File: src/rtl/tmr_pkg.sv
package tmr_pkg;

    localparam int MODE_W = 4;

    // register addresses
    localparam logic [1:0] A_CTRL = 2'd0;
    localparam logic [1:0] A_LOAD = 2'd1;
    localparam logic [1:0] A_CMP  = 2'd2;
    localparam logic [1:0] A_CNT  = 2'd3;

    // control word bit positions
    localparam int B_EN  = 4;
    localparam int B_RL  = 5;
    localparam int B_INV = 6;
    localparam int B_DIR = 7;
    localparam int B_GPO = 8;
    localparam int B_DIN = 9;

    typedef enum logic [1:0] {
        ST_IDLE  = 2'd0,
        ST_ARMED = 2'd1,
        ST_RUN   = 2'd2
    } tmr_state_e;

    typedef enum logic [1:0] {
        GRP_CMP  = 2'd0,
        GRP_PWM  = 2'd1,
        GRP_MEAS = 2'd2,
        GRP_FREE = 2'd3
    } tmr_grp_e;

    function automatic tmr_grp_e mode_group(input logic [MODE_W-1:0] m);
        tmr_grp_e g;
        unique case (m)
            4'd0, 4'd1, 4'd2, 4'd3, 4'd9, 4'd10: g = GRP_CMP;
            4'd7:                                g = GRP_PWM;
            4'd4, 4'd5:                          g = GRP_MEAS;
            default:                             g = GRP_FREE;
        endcase
        return g;
    endfunction

    function automatic logic mode_drives_pin(input logic [MODE_W-1:0] m);
        return (m == 4'd1) || (m == 4'd2) || (m == 4'd7) ||
               (m == 4'd9) || (m == 4'd10);
    endfunction

endpackage

File: src/rtl/tmr_pin_sync.sv
module tmr_pin_sync #(
    parameter int STAGES = 2
) (
    input  logic clk,
    input  logic rst_n,
    input  logic pin,
    output logic sync,
    output logic prev
);
    logic [STAGES:0] sh;

    always_ff @(posedge clk or negedge rst_n) begin
        if (!rst_n) begin
            sh <= '0;
        end else begin
            sh <= {sh[STAGES-1:0], pin};
        end
    end

    assign sync = sh[STAGES-1];
    assign prev = sh[STAGES];
endmodule

File: src/rtl/tmr_regs.sv
module tmr_regs
    import tmr_pkg::*;
#(
    parameter int CW = 24
) (
    input  logic              clk,
    input  logic              rst_n,
    input  logic              wr_en,
    input  logic [1:0]        wr_addr,
    input  logic [CW-1:0]     wr_data,
    input  logic [1:0]        rd_addr,
    input  logic [CW-1:0]     cnt,
    input  logic              din,
    output logic [MODE_W-1:0] mode,
    output logic              en,
    output logic              rl,
    output logic              inv,
    output logic              dir,
    output logic              gpo,
    output logic [CW-1:0]     ld,
    output logic [CW-1:0]     cmp,
    output logic [CW-1:0]     rd_data
);
    logic          inv_open;
    logic [CW-1:0] ctrl_rd;

    // polarity may change only while stopped or in pure GPIO mode
    assign inv_open = !en || (mode == '0);

    always_ff @(posedge clk or negedge rst_n) begin
        if (!rst_n) begin
            mode <= '0;
            en   <= 1'b0;
            rl   <= 1'b0;
            inv  <= 1'b0;
            dir  <= 1'b0;
            gpo  <= 1'b0;
            ld   <= '0;
            cmp  <= '0;
        end else if (wr_en) begin
            unique case (wr_addr)
                A_CTRL: begin
                    mode <= wr_data[MODE_W-1:0];
                    en   <= wr_data[B_EN];
                    rl   <= wr_data[B_RL];
                    dir  <= wr_data[B_DIR];
                    gpo  <= wr_data[B_GPO];
                    if (inv_open) inv <= wr_data[B_INV];
                end
                A_LOAD:  ld  <= wr_data;
                A_CMP:   cmp <= wr_data;
                default: ;
            endcase
        end
    end

    always_comb begin
        ctrl_rd               = '0;
        ctrl_rd[MODE_W-1:0]   = mode;
        ctrl_rd[B_EN]         = en;
        ctrl_rd[B_RL]         = rl;
        ctrl_rd[B_INV]        = inv;
        ctrl_rd[B_DIR]        = dir;
        ctrl_rd[B_GPO]        = gpo;
        ctrl_rd[B_DIN]        = din;
    end

    always_comb begin
        unique case (rd_addr)
            A_CTRL:  rd_data = ctrl_rd;
            A_LOAD:  rd_data = ld;
            A_CMP:   rd_data = cmp;
            default: rd_data = cnt;
        endcase
    end
endmodule

File: src/rtl/tmr_core.sv
module tmr_core
    import tmr_pkg::*;
#(
    parameter int CW = 24
) (
    input  logic              clk,
    input  logic              rst_n,
    input  logic [MODE_W-1:0] mode,
    input  logic              en,
    input  logic              rl,
    input  logic [CW-1:0]     ld,
    input  logic [CW-1:0]     cmp,
    input  logic              tick,
    input  logic              ev,
    input  logic              rise,
    input  logic              fall,
    output logic [CW-1:0]     cnt,
    output logic              tout,
    output tmr_state_e        st
);
    localparam logic [CW-1:0] CNT_MAX  = '1;
    localparam logic [MODE_W-1:0] M_RISE = MODE_W'(4);

    tmr_state_e st_nxt;
    tmr_grp_e   grp;
    logic       meas_edge;

    assign grp       = mode_group(mode);
    assign meas_edge = (mode == M_RISE) ? rise : fall;

    // state register
    always_ff @(posedge clk or negedge rst_n) begin
        if (!rst_n) st <= ST_IDLE;
        else        st <= st_nxt;
    end

    // next state
    always_comb begin
        st_nxt = st;
        if (!en) begin
            st_nxt = ST_IDLE;                          // stop
        end else begin
            unique case (st)
                ST_IDLE:  st_nxt = (grp == GRP_CMP) ? ST_ARMED : ST_RUN;
                ST_ARMED: if (ev) st_nxt = ST_RUN;     // arm-to-run
                ST_RUN:   st_nxt = ST_RUN;
                default:  st_nxt = ST_IDLE;
            endcase
        end
    end

    // outputs: counter and timer output level
    always_ff @(posedge clk or negedge rst_n) begin
        if (!rst_n) begin
            cnt  <= '0;
            tout <= 1'b0;
        end else if (!en) begin
            tout <= 1'b0;
        end else begin
            unique case (st)
                ST_ARMED: if (ev) cnt <= ld;
                ST_RUN: begin
                    unique case (grp)
                        GRP_CMP: if (ev) begin
                            if (cnt == cmp) begin
                                tout <= ~tout;
                                cnt  <= rl ? ld : cnt + 1'b1;
                            end else begin
                                cnt <= cnt + 1'b1;
                            end
                        end
                        GRP_PWM: if (ev) begin
                            if (cnt == CNT_MAX) begin
                                tout <= ~tout;
                                cnt  <= ld;
                            end else begin
                                cnt <= cnt + 1'b1;
                            end
                        end
                        GRP_MEAS: begin
                            if (rl && meas_edge) cnt <= ld;
                            else if (tick)       cnt <= cnt + 1'b1;
                        end
                        default: if (tick) cnt <= cnt + 1'b1;
                    endcase
                end
                default: ;
            endcase
        end
    end
endmodule

File: src/rtl/tmr_channel.sv
module tmr_channel
    import tmr_pkg::*;
#(
    parameter int CW         = 24,
    parameter int SYNC_STAGES = 2
) (
    input  logic          clk,
    input  logic          rst_n,
    input  logic          tick_i,
    input  logic          wr_en_i,
    input  logic [1:0]    wr_addr_i,
    input  logic [CW-1:0] wr_data_i,
    input  logic [1:0]    rd_addr_i,
    output logic [CW-1:0] rd_data_o,
    input  logic          pin_i,
    output logic          pin_o,
    output logic          pin_oe_o,
    output logic          presc_src_o
);
    localparam logic [MODE_W-1:0] M_EVCNT = MODE_W'(3);

    logic [MODE_W-1:0] mode_q;
    logic              en_q, rl_q, inv_q, dir_q, gpo_q;
    logic [CW-1:0]     ld_q, cmp_q, cnt_q;
    logic              pin_s, pin_p;
    logic              din, prv_adj, rise, fall, ev, tout;
    tmr_state_e        st_q;

    tmr_pin_sync #(.STAGES(SYNC_STAGES)) u_sync (
        .clk (clk),
        .rst_n(rst_n),
        .pin (pin_i),
        .sync(pin_s),
        .prev(pin_p)
    );

    assign din     = pin_s ^ inv_q;
    assign prv_adj = pin_p ^ inv_q;
    assign rise    = din & ~prv_adj;
    assign fall    = ~din & prv_adj;
    assign ev      = (mode_q == M_EVCNT) ? rise : tick_i;

    tmr_regs #(.CW(CW)) u_regs (
        .clk    (clk),
        .rst_n  (rst_n),
        .wr_en  (wr_en_i),
        .wr_addr(wr_addr_i),
        .wr_data(wr_data_i),
        .rd_addr(rd_addr_i),
        .cnt    (cnt_q),
        .din    (din),
        .mode   (mode_q),
        .en     (en_q),
        .rl     (rl_q),
        .inv    (inv_q),
        .dir    (dir_q),
        .gpo    (gpo_q),
        .ld     (ld_q),
        .cmp    (cmp_q),
        .rd_data(rd_data_o)
    );

    tmr_core #(.CW(CW)) u_core (
        .clk  (clk),
        .rst_n(rst_n),
        .mode (mode_q),
        .en   (en_q),
        .rl   (rl_q),
        .ld   (ld_q),
        .cmp  (cmp_q),
        .tick (tick_i),
        .ev   (ev),
        .rise (rise),
        .fall (fall),
        .cnt  (cnt_q),
        .tout (tout),
        .st   (st_q)
    );

    // pin muxing: GPIO only when the mode field is zero
    always_comb begin
        if (mode_q == '0) begin
            pin_oe_o = dir_q;
            pin_o    = gpo_q ^ inv_q;
        end else begin
            pin_oe_o = mode_drives_pin(mode_q);
            pin_o    = tout ^ inv_q;
        end
    end

    assign presc_src_o = pin_s;
endmodule

File: config.mk
export PLATFORM = sky130hd
export DESIGN_NAME = tmr_channel
export DESIGN_NICKNAME = d
export VERILOG_FILES = /design/src/rtl/tmr_pkg.sv /design/src/rtl/tmr_pin_sync.sv /design/src/rtl/tmr_regs.sv /design/src/rtl/tmr_core.sv /design/src/rtl/tmr_channel.sv
export SDC_FILE = /design/constraint.sdc
export NUM_CORES = 1
export LEC_CHECK = 0
export BUFFER_PORTS_ARGS = -buffer_cell sky130_fd_sc_hd__buf_2
export CORE_MARGIN = 4
export CORE_UTILIZATION = 50
export CTS_CLUSTER_SIZE = 40
export DETAILED_ROUTE_END_ITERATION = 7
export PLACE_DENSITY = 0.72
export SLEW_MARGIN = 20
export SYNTH_ARGS = -nofsm -noshare
export SYNTH_HDL_FRONTEND = slang
export SYNTH_HIERARCHICAL = 1
export SYNTH_SLANG_ARGS = --single-unit
File: constraint.sdc
create_clock -name clk -period 2.8 [get_ports clk]
set_input_delay 0.56 -clock clk [delete_from_list [all_inputs] [get_ports clk]]
set_output_delay 0.56 -clock clk [all_outputs]
set_load 0.02 [all_outputs]
==> flow_summary.ini <==
[final_layout]
fill_cells = 885
seq_area_mm2 = 0.00218
syn2layout_area_growth_pct = 16.3
antenna-diode-count = 0
layout_common_cells = 86 x dfrtp_1, 72 x mux2_2, 58 x buf_2, 43 x buf_4, 39 x o21ai_0
nets = 621
finalNonFillerCells = 721
multi_input_area_mm2 = 0.00299
drive_gt1_share_pct = 37.1
final_common_cell = dfrtp_1

[floorplan]
core_area_mm2 = 0.0104
start_util_pct = 51.7
io_pins = 60
die_x_um = 112
die_h_um = 112
rows = 37
dieArea_mm2 = 0.0125

[pwr]
power_mw = 5.51
p_leak_nw = 2.70
peakVddDrop_v = 0.000364
power_density_mw_per_mm2 = 880

[route]
wl_met1_um = 6620
first_pass_iters = 6
vias_per_cell = 6.17
route.detailed.wl_per_inst_um = 20.7
drt_iter0_drc = 476
met2_length_um = 6780
drtAntennaViolNets = 0
route.top_layer_used = met5
num_vias = 4451
dr_wl_met3_um = 1050
drc = 0
wl_um = 14900

[clock_network]
postCtsSetupBuffers = 0
path_clk_slew_ps = 90
cts_tree = yes
clock-sinks = 87
cts-buffers-inserted = 9
clock_latency_ps = 370
clockRootBuffer = clkbuf_8
clockBufferDepth = 2
h-tree-depth = 3

[synth]
ys_warn_count = 6
synth_nets = 541
synth.avg_cell_area_um2 = 10.7
ys_async_sr_fraction_pct = 100
synthDistinctLibCells = 66
synth_ff_type = dfrtp_1
synth-seq-area-share_pct = 40.5
synth_area_mm2 = 0.00538
synthesis.instances = 501
yosys_register_bits = 87
synth_edf_count = 0

[global_route]
grt_usage_pct = 24.6
antenna_found_initial = 1
grt_pass1_vias = 4422
grt_overflow = 0
grt_max_degree = 50
grt_pass1_wl_um = 24100

[sta]
rsz0062_at_grt = true
layout_setup_ws_ps = 106
clock-skew-final_ps = 10.3
relSlewSlack_pct = 53.3
period_share_pct = 96.2
hold_viol = 0
setup_viol = 0
max_freq_mhz = 371
fin_setup_tns_ps = 0
fin_crit_ps = 2690
slew_violations = 0
worst_pin_slew_ps = 700

[place]
port_buffers = 59
place_ws_ps = -90.9
gp_congestion = 0.869
place_inst = 706
dp_hpwl_um = 10800

[critical_path]
crit_type = register to register
crit_arrival_ps = 2960
required_ps = 3060
setup.worst_path.end_class = register
worstSetupStartpointType = register
cp_max_fo = 8

[run]
drv_cap = 0

[hold_path]
min_path_type = primary input to asynchronous set/reset pin

[outcome]
status = finished, final reports clean
==> synth_stat cells (all sizes together), types with 4 or more instances <==
library cell  number  area (µm²)
a21oi             21         109
a22o              15         140
a31oi              4        25.0
and2               5        33.8
buf               18         134
clkbuf            15        57.6
dfrtp             87        2180
ha                 7        87.6
inv               10        37.5
mux2              73         826
mux2i              6        60.1
mux4              10         225
nand2             40         155
nand2b             5        31.3
nand3             17        90.1
nand4              7        43.8
nor2              12        45.0
nor2b              7        43.8
nor3               7        46.3
nor4               7        50.1
o21ai             40         200
o311a              9        90.1
or3                7        43.8
xnor2              6        52.6
xor2              22         193
==> cells by family after synthesis <==
family | after synthesis | share of synthesized area [%]
AOI/OAI and AO/OA | 119 | 15.3
xor gates and xnor gates | 28 | 4.56
adders and majority gates | 7 | 1.63
buffers and inverters | 43 | 4.25
DFF | 87 | 40.5
muxes | 89 | 20.6
and+or+nand+nor | 128 | 13.2
==> state kept, by name (all words and copies together), names as in the netlist <==
name,count
u_core/cnt,24
u_core/st,2
u_core/tout,1
u_regs/cmp,24
u_regs/dir,1
u_regs/en,1
u_regs/gpo,1
u_regs/inv,1
u_regs/ld,24
u_regs/mode,4
u_regs/rl,1
u_sync/sh,3
==> worst paths after layout <==
kind / startpoint / endpoint / slack [ps] / depth (start not counted)
max: u_core/cnt[3]$_DFFE_PN0P_ / u_core/cnt[18]$_DFFE_PN0P_ / 110 / 8
min: rst_n / u_regs/en$_DFFE_PN0P_ / 170 / 1
max reg2reg: u_core/cnt[3]$_DFFE_PN0P_ / u_core/cnt[18]$_DFFE_PN0P_ / 110 / 8
min reg2reg: u_sync/sh[0]$_DFF_PN0_ / u_sync/sh[1]$_DFF_PN0_ / 350 / 0
max in group asynchronous: rst_n / u_core/cnt[11]$_DFFE_PN0P_ / 1970 / 2
min in group clk: pin_i / u_sync/sh[0]$_DFF_PN0_ / 290 / 1
==> routing by layer <==
metal	track usage, %	vias up
met5	0	-
met4	10.2	2
met3	5.16	31
met2	37.3	194
met1	34.5	2186
li1	-	2038
==> worst max-delay path, cell delays in order, from the launching register on <==
cell	delay (ps)
dfrtp_1	490
xor2_1	210
nor4_1	370
nand3_1	200
o41a_1	470
a22o_4	310
and2_4	170
nor2b_1	120
a221o_1	250
==> repair_timing <==
item                                    in CTS  in global routing
pin swaps                                    0                  4
hold buffers                                 0                  0
hold endpoints to repair                     0                  0
endpoints found under the setup margin      11                 12
resized for setup                            1                  3
==> per-stage QoR <==
step | instance area [µm²] | util (%) | hold slack, ps
floorplan | 5380 | - | 264
global placement | 5990 | 57.5 | 339
detailed placement | 5990 | 57.5 | 337
CTS | 6240 | 60.0 | 168
global route | 6260 | 60.1 | 191
finish | 6260 | 60.1 | 168
==> power breakdown <==
part	switching [mW]	internal, mW
clock	0.442	0.637
sequential	0.390	1.59
combinational	1.34	1.10
total	2.17	3.33
==> cell type report <==
class,count,share of cell area (%)
clock buffer,12,2.48
clock inverter,3,1.44
inverter,10,0.600
multi-input combinational,371,47.8
sequential,87,34.8
tap,136,2.72
timing repair buffer,102,10.1
Note: power is estimated with default switching activity, not from simulation.
